$ cat config.mk
export PLATFORM = sky130hd
export DESIGN_NAME = flash_irq_ctrl
export DESIGN_NICKNAME = d
export VERILOG_FILES = /design/src/rtl/fic_pkg.sv /design/src/rtl/fic_event_regs.sv /design/src/rtl/fic_cmd_gate.sv /design/src/rtl/fic_cfg_regs.sv /design/src/rtl/flash_irq_ctrl.sv
export SDC_FILE = /design/constraint.sdc
export NUM_CORES = 1
export LEC_CHECK = 0
export ABC_CLOCK_PERIOD_IN_PS = 1300
export BUFFER_PORTS_ARGS = -buffer_cell sky130_fd_sc_hd__buf_4
export CORE_UTILIZATION = 51
export CTS_CLUSTER_DIAMETER = 30
export DETAILED_ROUTE_END_ITERATION = 16
export PLACE_DENSITY = 0.76
export SLEW_MARGIN = 10
export SYNTH_ARGS = -nofsm -noshare
export SYNTH_HDL_FRONTEND = slang
export SYNTH_HIERARCHICAL = 1
export SYNTH_SLANG_ARGS = --single-unit
$ cat constraint.sdc
create_clock -name clk -period 1.3 [get_ports clk]
set_input_delay 0.065 -clock clk [delete_from_list [all_inputs] [get_ports clk]]
set_output_delay 0.065 -clock clk [all_outputs]
set_load 0.02 [all_outputs]
$ cat src/rtl/fic_pkg.sv
package fic_pkg;
  localparam int DW        = 16;
  localparam int N_DONE    = 4;
  localparam int N_ERR     = 3;
  localparam int IB_MASTER = 15;
  localparam int IB_DONE0  = 4;
  localparam int SB_CMD    = 10;
  localparam int SB_ERR0   = 11;
  localparam int CB_IRQPOL = 6;
  localparam int CB_RDY    = 7;
  localparam int CFG1_LOW_ZERO = 5;

  localparam int OFF_CMD  = 0;
  localparam int OFF_CFG1 = 1;
  localparam int OFF_CFG2 = 2;
  localparam int OFF_STAT = 3;
  localparam int OFF_IST  = 4;

  localparam logic [DW-1:0] CFG1_RST = 16'h40C0;
  localparam logic [DW-1:0] IST_COLD = 16'h8080;
  localparam logic [DW-1:0] IST_WARM = 16'h8010;

  function automatic logic cmd_known(input logic [DW-1:0] c);
    case (c)
      16'h0000, 16'h0013, 16'h0080, 16'h001A, 16'h001B,
      16'h0023, 16'h0027, 16'h002A, 16'h002C, 16'h0071,
      16'h0094, 16'h0095, 16'h00B0, 16'h0030, 16'h00F0,
      16'h00F3, 16'h0065: cmd_known = 1'b1;
      default:            cmd_known = 1'b0;
    endcase
  endfunction
endpackage

$ cat src/rtl/fic_event_regs.sv
module fic_event_regs
  import fic_pkg::*;
(
  input  logic              clk,
  input  logic              rst_n,
  input  logic              warm,
  input  logic              ist_wr,
  input  logic [DW-1:0]     wdata,
  input  logic [N_DONE-1:0] evt_done,
  input  logic              evt_generic,
  input  logic [N_ERR-1:0]  evt_err,
  input  logic              cmd_bad,
  output logic [DW-1:0]     ist_q,
  output logic [DW-1:0]     stat_q
);
  localparam logic [DW-1:0] ERR_FIELD =
    DW'(((1 << (N_ERR + 1)) - 1) << SB_CMD);

  logic [DW-1:0] ist_m, stat_m, ist_d, stat_d;
  logic          upd;

  always_comb begin
    ist_m  = ist_wr ? (ist_q & wdata) : ist_q;
    stat_m = (ist_wr && !ist_m[IB_MASTER]) ? (stat_q & ~ERR_FIELD) : stat_q;
    ist_d  = ist_m;
    stat_d = stat_m;
    for (int i = 0; i < N_DONE; i++) begin
      if (evt_done[i]) begin
        ist_d[IB_DONE0 + i] = 1'b1;
        ist_d[IB_MASTER]    = 1'b1;
      end
    end
    if (evt_generic || cmd_bad) ist_d[IB_MASTER] = 1'b1;
    for (int j = 0; j < N_ERR; j++) begin
      if (evt_err[j]) begin
        stat_d[SB_ERR0 + j] = 1'b1;
        stat_d[SB_CMD]      = 1'b1;
      end
    end
    if (cmd_bad) stat_d[SB_CMD] = 1'b1;
    if (warm) begin
      ist_d  = IST_WARM;
      stat_d = '0;
    end
  end

  assign upd = warm | ist_wr | (|evt_done) | evt_generic | (|evt_err) | cmd_bad;

  always_ff @(posedge clk or negedge rst_n) begin
    if (!rst_n) begin
      ist_q  <= IST_COLD;
      stat_q <= '0;
    end else if (upd) begin
      ist_q  <= ist_d;
      stat_q <= stat_d;
    end
  end

  AST_MASK_NO_SET: assert property (@(posedge clk) disable iff (!rst_n)
    (ist_wr && !warm && !(|evt_done) && !evt_generic && !cmd_bad)
      |=> ((ist_q & ~($past(ist_q) & $past(wdata))) == '0));

  AST_ERR_WIPE: assert property (@(posedge clk) disable iff (!rst_n)
    (ist_wr && !(ist_q[IB_MASTER] && wdata[IB_MASTER]) && !(|evt_err) && !cmd_bad)
      |=> ((stat_q & ERR_FIELD) == '0));

  AST_DONE_KEPT: assert property (@(posedge clk) disable iff (!rst_n)
    ((|evt_done) && !warm)
      |=> (ist_q[IB_MASTER] && ((ist_q[IB_DONE0 +: N_DONE] & $past(evt_done)) == $past(evt_done))));

  AST_ERR_PAIR: assert property (@(posedge clk) disable iff (!rst_n)
    (|stat_q[SB_ERR0 +: N_ERR]) |-> stat_q[SB_CMD]);

  AST_WARM_LOAD: assert property (@(posedge clk) disable iff (!rst_n)
    warm |=> (ist_q == IST_WARM && stat_q == '0));
endmodule

$ cat src/rtl/fic_cmd_gate.sv
module fic_cmd_gate
  import fic_pkg::*;
(
  input  logic          clk,
  input  logic          rst_n,
  input  logic          warm,
  input  logic          cmd_wr,
  input  logic [DW-1:0] wdata,
  input  logic          blocked,
  output logic [DW-1:0] cmd_q,
  output logic          issue_q,
  output logic          cmd_bad
);
  logic          accept, known;
  logic [DW-1:0] cmd_d;
  logic          issue_d, cmd_en;

  always_comb begin
    accept  = cmd_wr && !blocked && !warm;
    known   = cmd_known(wdata);
    cmd_bad = accept && !known;
    issue_d = accept && known;
    cmd_en  = accept || warm;
    cmd_d   = warm ? '0 : wdata;
  end

  always_ff @(posedge clk or negedge rst_n) begin
    if (!rst_n) begin
      cmd_q   <= '0;
      issue_q <= 1'b0;
    end else begin
      issue_q <= issue_d;
      if (cmd_en) cmd_q <= cmd_d;
    end
  end

  AST_CMD_BLOCKED: assert property (@(posedge clk) disable iff (!rst_n)
    (cmd_wr && blocked && !warm) |=> (!issue_q && cmd_q == $past(cmd_q)));

  AST_ISSUE_ONE: assert property (@(posedge clk) disable iff (!rst_n)
    issue_q |=> !issue_q);
endmodule

$ cat src/rtl/fic_cfg_regs.sv
module fic_cfg_regs
  import fic_pkg::*;
(
  input  logic          clk,
  input  logic          rst_n,
  input  logic          warm,
  input  logic          wr1,
  input  logic          wr2,
  input  logic [DW-1:0] wdata,
  input  logic          ist_master,
  output logic [DW-1:0] cfg1_q,
  output logic [DW-1:0] cfg2_q,
  output logic          irq_o,
  output logic          rdy_o
);
  logic [DW-1:0] cfg1_d, cfg2_d;
  logic          en1, en2;

  always_comb begin
    en1    = wr1 || warm;
    en2    = wr2 || warm;
    cfg1_d = warm ? CFG1_RST : wdata;
    cfg2_d = warm ? '0 : wdata;
  end

  always_ff @(posedge clk or negedge rst_n) begin
    if (!rst_n) begin
      cfg1_q <= CFG1_RST;
      cfg2_q <= '0;
    end else begin
      if (en1) cfg1_q <= cfg1_d;
      if (en2) cfg2_q <= cfg2_d;
    end
  end

  assign irq_o = ist_master ^ ~cfg1_q[CB_IRQPOL];
  assign rdy_o = cfg1_q[CB_RDY];

  AST_RDY_FOLLOW: assert property (@(posedge clk) disable iff (!rst_n)
    (wr1 && !warm) |=> (rdy_o == $past(wdata[CB_RDY])));
endmodule

$ cat src/rtl/flash_irq_ctrl.sv
module flash_irq_ctrl
  import fic_pkg::*;
#(
  parameter int ADDR_W = 4
) (
  input  logic              clk,
  input  logic              rst_n,
  input  logic              reg_wr,
  input  logic              reg_rd,
  input  logic [ADDR_W-1:0] reg_addr,
  input  logic [15:0]       reg_wdata,
  output logic [15:0]       reg_rdata,
  input  logic [3:0]        evt_done,
  input  logic              evt_generic,
  input  logic [2:0]        evt_err,
  input  logic              evt_warm,
  output logic              cmd_issue,
  output logic [15:0]       cmd_code,
  output logic              irq_o,
  output logic              rdy_o
);
  localparam logic [ADDR_W-1:0] A_CMD  = ADDR_W'(OFF_CMD);
  localparam logic [ADDR_W-1:0] A_CFG1 = ADDR_W'(OFF_CFG1);
  localparam logic [ADDR_W-1:0] A_CFG2 = ADDR_W'(OFF_CFG2);
  localparam logic [ADDR_W-1:0] A_STAT = ADDR_W'(OFF_STAT);
  localparam logic [ADDR_W-1:0] A_IST  = ADDR_W'(OFF_IST);
  localparam logic [DW-1:0] CFG1_RD_MASK = ~DW'((1 << CFG1_LOW_ZERO) - 1);

  logic          wr_cmd, wr_cfg1, wr_cfg2, wr_ist;
  logic [DW-1:0] ist_q, stat_q, cmd_q, cfg1_q, cfg2_q;
  logic          cmd_bad;
  logic [DW-1:0] rd_d, rdata_q;

  always_comb begin
    wr_cmd  = reg_wr && (reg_addr == A_CMD);
    wr_cfg1 = reg_wr && (reg_addr == A_CFG1);
    wr_cfg2 = reg_wr && (reg_addr == A_CFG2);
    wr_ist  = reg_wr && (reg_addr == A_IST);
  end

  fic_event_regs u_evt (
    .clk         (clk),
    .rst_n       (rst_n),
    .warm        (evt_warm),
    .ist_wr      (wr_ist),
    .wdata       (reg_wdata),
    .evt_done    (evt_done),
    .evt_generic (evt_generic),
    .evt_err     (evt_err),
    .cmd_bad     (cmd_bad),
    .ist_q       (ist_q),
    .stat_q      (stat_q)
  );

  fic_cmd_gate u_cmd (
    .clk     (clk),
    .rst_n   (rst_n),
    .warm    (evt_warm),
    .cmd_wr  (wr_cmd),
    .wdata   (reg_wdata),
    .blocked (ist_q[IB_MASTER]),
    .cmd_q   (cmd_q),
    .issue_q (cmd_issue),
    .cmd_bad (cmd_bad)
  );

  fic_cfg_regs u_cfg (
    .clk        (clk),
    .rst_n      (rst_n),
    .warm       (evt_warm),
    .wr1        (wr_cfg1),
    .wr2        (wr_cfg2),
    .wdata      (reg_wdata),
    .ist_master (ist_q[IB_MASTER]),
    .cfg1_q     (cfg1_q),
    .cfg2_q     (cfg2_q),
    .irq_o      (irq_o),
    .rdy_o      (rdy_o)
  );

  always_comb begin
    case (reg_addr)
      A_CMD:   rd_d = cmd_q;
      A_CFG1:  rd_d = cfg1_q & CFG1_RD_MASK;
      A_CFG2:  rd_d = cfg2_q;
      A_STAT:  rd_d = stat_q;
      A_IST:   rd_d = ist_q;
      default: rd_d = '0;
    endcase
  end

  always_ff @(posedge clk or negedge rst_n) begin
    if (!rst_n) rdata_q <= '0;
    else if (reg_rd) rdata_q <= rd_d;
  end

  assign reg_rdata = rdata_q;
  assign cmd_code  = cmd_q;

  AST_BUS_EXCL: assert property (@(posedge clk) disable iff (!rst_n)
    !(reg_rd && reg_wr));

  AST_IRQ_POLARITY: assert property (@(posedge clk) disable iff (!rst_n)
    (cfg1_q[CB_IRQPOL] && ist_q[IB_MASTER]) |-> irq_o);
endmodule

==> qor.yml, run 1 <==
worst_setup_path:
  cpMaxStageDelayCell: "dfstp_2"
  cp_data_required_time_ns: 1.24
  endpoint_kind: "primary output"
  crit_path_start_kind: "register"
  crit_fanout: 2
  crit_top_cell: "buf_6"
  worstPathArrival_ns: 1.29
  crit_chain: "buf_6 -> xnor2_4 -> buf_6"
  critPathMaxStageDelay_ns: 0.56
  critical_path_class: "reg -> out"
logic_synthesis:
  synthCells: 378
  syn-cell-area_sq_um: 4180
  yosys_warnings: 6
  syn_avg_cell_area_sq_um: 11.0
power_and_ir_drop:
  max-vdd-ir-drop_uv: 667
  seqPwrFrac: 0.474
  power.share.clock: 0.403
  combPwrFrac: 0.123
  p_total_mw: 5.37
  p_switching_mw: 1.35
  power_per_cell_area_nw_per_um2: 996
  internal_power_mw: 4.02
  p_leak_nw: 2.55
  power_switching_share: 0.251
status:
  outcome: "finished with violations"
  violations: "negative setup slack"
clocking:
  cts_max_level: 3
  root_buffer: "clkbuf_8"
  cts_inserted_buffers: 9
  cts.sinks: 80
  tritoncts: "yes"
  clkTransAtPathRegs_ns: 0.09
  clkLatencyLatePin_ns: 0.36
  cts_buffer_depth: 2
finish:
  utilization: 0.690
  stdcell_count: 597
  drive_gt1_frac: 0.329
  nets: 523
  antennaDiodeCount: 0
  area_growth_pct: 29.1
die:
  die_h_microns: 92.5
  io_pins: 68
  rows: 32
  start_util: 0.535
  die_area_sq_um: 8550
  die_x_microns: 92.5
  core_sq_um: 7810
place:
  place.gp.congestion: 0.824
  dpl.hpwl_mm: 7.60
  dp_cells: 561
  portBuffers: 67
run:
  cap_violations: 0
global_routing:
  use_met1: 0.377
  grt.met3_usage: 0.0411
  antenna_found_initial: 0
  grt_use_met2: 0.454
  grt_remaining_overflow: 0
  grt_most_used_layer: "met2"
  grt_max_degree: 44
  grt_use_total: 0.283
  grt_pass1_wl_mm: 18.3
  grt_pass1_vias: 3581
worst_hold_path:
  worstHoldPathType: "in -> reg"
drt:
  ant_nets: 0
  vias: 3450
  drt_wl_total_mm: 11.2
  drc: 0
  drt_iter0_drc: 300
  viasPerCell: 5.78
  wire_per_inst_microns: 18.8
  dr.pass1.iters: 5
timing:
  finalHoldViolations: 0
  drv_slew: 0
  finalSetupViolCount: 10
  grt_setup_unrepaired: "true"
  fmax_ghz: 0.737
  min_period_ns: 1.36
  setup_slack_ns: -0.0559
  skew_ns: 0.0109
  min_period_over_period: 1.04
## through the flow
stage / setup TNS, ns / setup WS (ns) / area [sq um] / hold slack (ns)
3_3_place_gp: -1.69 / -0.126 / 4900 / -0.0443
5_1_grt: -0.699 / -0.0955 / 5390 / 0.0121
3_5_place_dp: -3.32 / -0.207 / 4900 / -0.0388
4_1_cts: -0.0838 / -0.0520 / 5360 / 0.000493
6_report: -0.145 / -0.0559 / 5390 / 0.0132
2_1_floorplan: -2.13 / -0.111 / 4250 / -0.231
## power groups by stage
stage          Combinational (mW)  Sequential, mW  Clock (mW)
2_1_floorplan               0.316            2.60           0
3_3_place_gp                0.582            2.59           0
3_5_place_dp                0.597            2.59           0
4_1_cts                     0.648            2.54        2.19
5_1_grt                     0.712            2.55        2.30
6_report                    0.662            2.55        2.16
## layout make-up
type                       instances  area (sq um)
fill                             592          2420
multi-input combinational        245          1840
inverter                          22          82.6
clock buffer                      11           151
tap                              102           128
timing repair buffer             132          1090
sequential                        80          2010
clock inverter                     5          86.3
## cell usage in the layout, fill, tap and decap left out, drive strengths merged, types with 2 or more instances in the layout
cell type    instances
buf                116
dfrtp               75
mux2i               51
nor2                44
o22ai               25
inv                 24
a21oi               18
dlygate4sd3         16
a22o                16
conb                12
clkbuf              11
o211a               11
o21ai               10
nand2                6
a221oi               6
dfstp                5
nor3                 5
nor3b                5
nor4                 4
nor2b                3
a211o                3
nand4                3
nand3b               2
and3                 2
bufinv               2
and4bb               2
nand3                2
nor4b                2
a211oi               2
## routing by layer
layer | up-vias | wire length [microns]
met5 | - | 0
met4 | 0 | 289
met3 | 26 | 655
met2 | 128 | 5510
met1 | 1727 | 4770
li1 | 1569 | -
## state kept, by name, indices dropped and copies added (netlist names)
name and cells:
reg_rdata 16, u_cfg/cfg1_q 11, u_cfg/cfg2_q 16, u_cmd/cmd_q 16
u_cmd/issue_q 1, u_evt/ist_q 16, u_evt/stat_q 4
## worst max-delay path: cells and delay by family, from the launching register on
kind / cells / cell delay, ns
flops: 1 / 0.56
buf+inv: 2 / 0.26
xor+xnor: 1 / 0.11
## repair_timing
item	4_1_cts	5_1_grt
pin swaps	2	2
hold buffers	17	0
setup endpoints to repair	2	21
buffers inserted	3	0
cloned	1	0
endpoints found under the hold margin	98	0
resized for setup	8	7
## path summary, 6_finish.rpt
| check | cells after the start | slack [ns] | from | end |
|---|---|---|---|---|
| hold / removal | 3 | 0.01 | reg_wdata[12] | u_cfg/cfg2_q[12]$_DFFE_PN0P_ |
| setup reg to reg | 5 | -0.02 | u_evt/ist_q[15]$_DFFE_PN1P_ | u_cmd/cmd_q[12]$_DFFE_PN0P_ |
| max in group asynchronous | 3 | 0.62 | rst_n | u_cfg/cfg1_q[14]$_DFFE_PN1P_ |
| min in group asynchronous | 2 | 0.12 | rst_n | u_cmd/cmd_q[5]$_DFFE_PN0P_ |
| hold reg to reg | 2 | 0.51 | u_evt/ist_q[4]$_DFFE_PN0P_ | u_evt/ist_q[4]$_DFFE_PN0P_ |
| setup / recovery | 3 | -0.06 | u_evt/ist_q[15]$_DFFE_PN1P_ | irq_o |
(Power assumes the default switching activity.)
==> run 2, diff against run 1 <==
--- a/config.mk
+++ b/config.mk
@@ -16,3 +16,4 @@
 export SYNTH_HDL_FRONTEND = slang
 export SYNTH_HIERARCHICAL = 1
 export SYNTH_SLANG_ARGS = --single-unit
+export TNS_END_PERCENT = 30
==> run 2 against run 1 <==
Effect of this change:
- the flow still finishes with violations (negative setup slack)
- core utilization down 0.14 points
- routed wire length is 1.8% lower
- register-to-register slack is essentially flat
- count of clock-buffer cells in the layout shrank 1
- combinational power hardly changed
- cell count is the same
- fmax rose by 2.2%
- via count down 1.0%
- final area is 0.21% lower
- first-iteration DRC count rose by 2.3%
- critical path depth up 1
- sequential share of layout area is 0.078 points higher
- largest cell class unchanged
==> qor.yml, run 2 (synthesized netlist as in run 1, its figures left out) <==
timing:
  min_period_ns: 1.33
  hold_slack_ns: 0.00923
  finalHoldViolations: 0
  skew_ns: 0.00662
  drv_slew: 0
  setup_slack_ns: -0.0264
  finalSetupViolCount: 12
  grt_setup_unrepaired: "true"
  fmax_ghz: 0.754
  min_period_over_period: 1.02
global_routing:
  grt_max_degree: 29
  grt_remaining_overflow: 0
  grt_use_total: 0.279
  grt_pass1_vias: 3437
  grt_pass1_wl_mm: 17.8
  antenna_found_initial: 0
worst_setup_path:
  endpoint_kind: "register"
  worstPathArrival_ns: 1.63
  critical_path_class: "reg -> reg"
  cp_data_required_time_ns: 1.61
  crit_fanout: 10
  crit_path_start_kind: "register"
drt:
  wire_per_inst_microns: 18.5
  drt_iter0_drc: 307
  ant_nets: 0
  dr.pass1.iters: 4
  drc: 0
  viasPerCell: 5.72
  vias: 3415
  drt_wl_total_mm: 11.0
die:
  die_h_microns: 92.5
  die_area_sq_um: 8550
  rows: 32
  start_util: 0.535
  core_sq_um: 7810
  die_x_microns: 92.5
  io_pins: 68
finish:
  fillers: 601
  nets: 523
  drive_gt1_frac: 0.321
  antennaDiodeCount: 0
  mostFrequentLayoutCell: "buf_4"
  area_growth_pct: 28.8
  utilization: 0.689
  mostFrequentLayoutCells: "107 x buf_4, 75 x dfrtp_1, 51 x mux2i_1"
place:
  place.gp.congestion: 0.836
  portBuffers: 67
  dpl.hpwl_mm: 7.67
clocking:
  cts.sinks: 80
  clkTransAtPathRegs_ns: 0.09
  cts_buffer_depth: 2
  root_buffer: "clkbuf_8"
  cts_inserted_buffers: 9
  cts_max_level: 3
  tritoncts: "yes"
  clkLatencyLatePin_ns: 0.37
status:
  outcome: "finished with violations"
  violations: "negative setup slack"
power_and_ir_drop:
  p_leak_nw: 2.54
  max-vdd-ir-drop_uv: 491
  power_per_cell_area_nw_per_um2: 1020
run:
  cap_violations: 0
worst_hold_path:
  worstHoldPathType: "in -> reg"
[run 2: final cells by class]
| type | count | area, sq um | share of cell area |
|---|---|---|---|
| clock inverters | 6 | 115 | 0.0214 |
| multi-input cells | 245 | 1810 | 0.337 |
| clock buffers | 10 | 138 | 0.0256 |
| flip-flops and latches | 80 | 2010 | 0.373 |
| inverters | 22 | 82.6 | 0.0154 |
| repair buffers | 132 | 1100 | 0.204 |
| well taps | 102 | 128 | 0.0237 |
[run 2: routing by layer]
layer,up-vias,GRT usage,share of wire
met2,143,0.448,0.49
met5,-,0,0
met3,19,0.0361,0.070
met1,1695,0.374,0.42
li1,1558,-,-
met4,0,0.137,0.027
[run 2: path summary, 6_finish.rpt]
check / startpoint / end / slack (ns) / cells past startpoint
max: u_evt/ist_q[15]$_DFFE_PN1P_ / u_cmd/cmd_q[3]$_DFFE_PN0P_ / -0.03 / 4
max reg2reg: u_evt/ist_q[15]$_DFFE_PN1P_ / u_cmd/cmd_q[3]$_DFFE_PN0P_ / -0.03 / 4
max in group asynchronous: rst_n / reg_rdata[5]$_DFFE_PN0P_ / 0.60 / 3
min reg2reg: u_evt/ist_q[7]$_DFFE_PN1P_ / u_evt/ist_q[7]$_DFFE_PN1P_ / 0.51 / 2
min: evt_warm / u_cfg/cfg2_q[3]$_DFFE_PN0P_ / 0.009 / 2
min in group asynchronous: rst_n / u_cmd/cmd_q[6]$_DFFE_PN0P_ / 0.14 / 2
[run 2: stage by stage]
stage                     instances  total power, mW  instance area (sq um)  setup TNS (ns)  setup slack [ns]
after floorplan                 389             2.91                   4250           -2.14            -0.111
after global placement          561             3.18                   4910           -1.58            -0.136
after detailed placement        561             3.20                   4910           -2.75            -0.231
after CTS                       597             5.52                   5370         -0.0414           -0.0243
after global routing            597             5.70                   5380          -0.820           -0.0941
final                           597             5.50                   5380          -0.153           -0.0264
[run 2: worst max-delay path: stages (launching register included)]
cell and delay [ns]:
dfstp_2 0.60, inv_1 0.06, a21oi_1 0.22, buf_4 0.24
a22o_1 0.15
[run 2: where the power goes]
group	switching, mW	total [mW]	internal, mW
combinational	0.364	0.661	0.297
clock	0.954	2.29	1.34
sequential	0.0217	2.54	2.52
total	1.34	5.50	4.16
[run 2: what timing repair did]
| item | in CTS | in global routing |
|---|---|---|
| buffers inserted | 1 | 0 |
| gates cloned | 0 | 0 |
| resized for setup | 2 | 2 |
| setup endpoints to repair | 2 | 19 |
| pin swaps | 0 | 1 |
| hold endpoints to repair | 101 | 0 |
| hold buffers | 19 | 0 |
==> run 3, diff against run 2 <==
--- a/config.mk
+++ b/config.mk
@@ -5,12 +5,14 @@
 export SDC_FILE = /design/constraint.sdc
 export NUM_CORES = 1
 export LEC_CHECK = 0
+export ABC_AREA = 1
 export ABC_CLOCK_PERIOD_IN_PS = 1300
 export BUFFER_PORTS_ARGS = -buffer_cell sky130_fd_sc_hd__buf_4
-export CORE_UTILIZATION = 51
+export CORE_UTILIZATION = 52
 export CTS_CLUSTER_DIAMETER = 30
 export DETAILED_ROUTE_END_ITERATION = 16
-export PLACE_DENSITY = 0.76
+export HOLD_SLACK_MARGIN = 0.12
+export PLACE_DENSITY = 0.77
 export SLEW_MARGIN = 10
 export SYNTH_ARGS = -nofsm -noshare
 export SYNTH_HDL_FRONTEND = slang
==> run 3 against run 2 <==
Effect of this change:
- non-clock buffer count rose by 28
- the flow still finishes with violations (negative setup slack)
- critical path type is now reg -> out
- largest power group unchanged
- combinational power rose by 23%
- register-to-register slack about the same
- global-route usage rose by 6.0 points
==> qor.yml, run 3 <==
die:
  die_x_microns: 93.6
  rows: 33
  die_h_microns: 93.6
  core_sq_um: 8180
  start_util: 0.534
  io_pins: 68
  die_area_sq_um: 8770
place:
  pre_cts_slack_ns: -0.118
  dpl.hpwl_mm: 8.94
  placedInstanceArea_sq_um: 5170
  dp_cells: 748
  place.gp.congestion: 0.858
  portBuffers: 67
power_and_ir_drop:
  p_total_mw: 5.28
  power_per_cell_area_nw_per_um2: 890
  p_leak_nw: 3.13
  max-vdd-ir-drop_uv: 617
global_routing:
  use_met1: 0.425
  grt_use_met2: 0.556
  grt_use_total: 0.339
  grt_remaining_overflow: 0
  grt_pass1_wl_mm: 22.3
  grt.met3_usage: 0.0748
  grt_most_used_layer: "met2"
  antenna_found_initial: 0
  grt_pass1_vias: 4607
  grt_max_degree: 81
clocking:
  clkLatencyLatePin_ns: 0.36
  cts.sinks: 80
  tritoncts: "yes"
  root_buffer: "clkbuf_8"
  clkTransAtPathRegs_ns: 0.09
  cts_buffer_depth: 2
  cts_inserted_buffers: 9
  cts_max_level: 3
timing:
  slew_headroom: 0.352
  fmax_ghz: 0.751
  setup_slack_ns: -0.0319
  finalSetupViolCount: 2
  drv_slew: 0
  min_period_over_period: 1.02
  worst_pin_slew_ns: 0.969
  grt_setup_unrepaired: "true"
  finalHoldViolations: 0
  min_period_ns: 1.33
  skew_ns: 0.00986
worst_setup_path:
  critPathMaxStageDelay_ns: 0.55
  worstPathArrival_ns: 1.27
  crit_path_start_kind: "register"
  critical_path_class: "reg -> out"
  crit_chain: "buf_6 -> xnor2_2 -> buf_4"
  critPathTopFamily: "flip-flops"
  cpMaxStageDelayCell: "dfstp_2"
  endpoint_kind: "primary output"
  path_buf_inv: 2
  cp_data_required_time_ns: 1.24
  crit_fanout: 2
drt:
  drt_wl_total_mm: 14.0
  dr.pass1.iters: 5
  ant_nets: 0
  vias: 4726
  viasPerCell: 5.78
  drc: 0
  wire_per_inst_microns: 17.2
  drt_iter0_drc: 484
finish:
  finalInstanceArea_sq_um: 5930
  antennaDiodeCount: 0
  mostFrequentLayoutCells: "161 x nand2_1, 133 x nand3_1, 103 x buf_4"
  area_growth_pct: 35.9
  drive_gt1_frac: 0.261
  stdcell_count: 817
  mostFrequentLayoutCell: "nand2_1"
  nets: 741
status:
  violations: "negative setup slack"
  outcome: "finished with violations"
logic_synthesis:
  yosys_warnings: 6
  synthCells: 566
  syn-cell-area_sq_um: 4370
  syn_avg_cell_area_sq_um: 7.71
worst_hold_path:
  worstHoldPathType: "in -> reg"
run:
  cap_violations: 0
[run 3: final timing paths]
kind                                                   from                            to  slack, ns  cells after the start
worst min-delay path                           reg_wdata[2]    u_evt/ist_q[2]$_DFFE_PN0P_       0.13                      4
worst max register to register  u_evt/ist_q[15]$_DFFE_PN1P_  u_evt/stat_q[10]$_DFFE_PN0P_      -0.02                      8
max in group asynchronous                             rst_n   u_cfg/cfg1_q[7]$_DFFE_PN1P_       0.66                      3
worst max-delay path            u_evt/ist_q[15]$_DFFE_PN1P_                         irq_o      -0.03                      3
worst min register to register  u_cfg/cfg2_q[1]$_DFFE_PN0P_   u_cfg/cfg2_q[1]$_DFFE_PN0P_       0.48                      2
min in group asynchronous                             rst_n      reg_rdata[3]$_DFFE_PN0P_       0.27                      3
[run 3: where the power goes]
| group | switching (mW) | total (mW) | internal, mW |
|---|---|---|---|
| clock network | 0.967 | 1.89 | 0.926 |
| logic | 0.484 | 0.814 | 0.330 |
| registers | 0.0378 | 2.58 | 2.54 |
[run 3: per-stage QoR]
| step | TNS [ns] | utilization | hold WS, ns |
|---|---|---|---|
| CTS | -0.0388 | 0.718 | 0.121 |
| floorplan | -0.0498 | - | -0.231 |
| detailed placement | -1.06 | 0.632 | 0.127 |
| global placement | -0.673 | 0.632 | 0.124 |
| global route | -0.221 | 0.726 | 0.143 |
| finish | -0.0550 | 0.726 | 0.131 |
[run 3: final cells by class]
class | instances | area [sq um]
clock buffers | 10 | 138
flip-flops and latches | 80 | 2010
fillers | 626 | 2240
multi-input cells | 419 | 2050
well taps | 105 | 131
inverters | 38 | 146
clock inverters | 5 | 57.6
repair buffers | 160 | 1410
[run 3: metal layers]
layer  share of wire  up-vias  wire (microns)
li1                -     2116               -
met1            0.39     2252            5450
met2            0.48      308            6810
met3           0.093       50            1310
met4           0.035        0             486
met5               0        -               0
[run 3: timing repair]
action                                 4_1_cts  5_1_grt
setup buffers                                2        4
resized for setup                            2        8
endpoints found under the hold margin      153        1
pin swaps                                    1        2
setup endpoints to repair                    1       20
cloned                                       0        0
hold buffers                                48        1
[run 3: tightest hold or removal path: stages]
cell,delay [ns]
buf_4,0.12
buf_4,0.13
o21ai_2,0.05
nor2_1,0.08
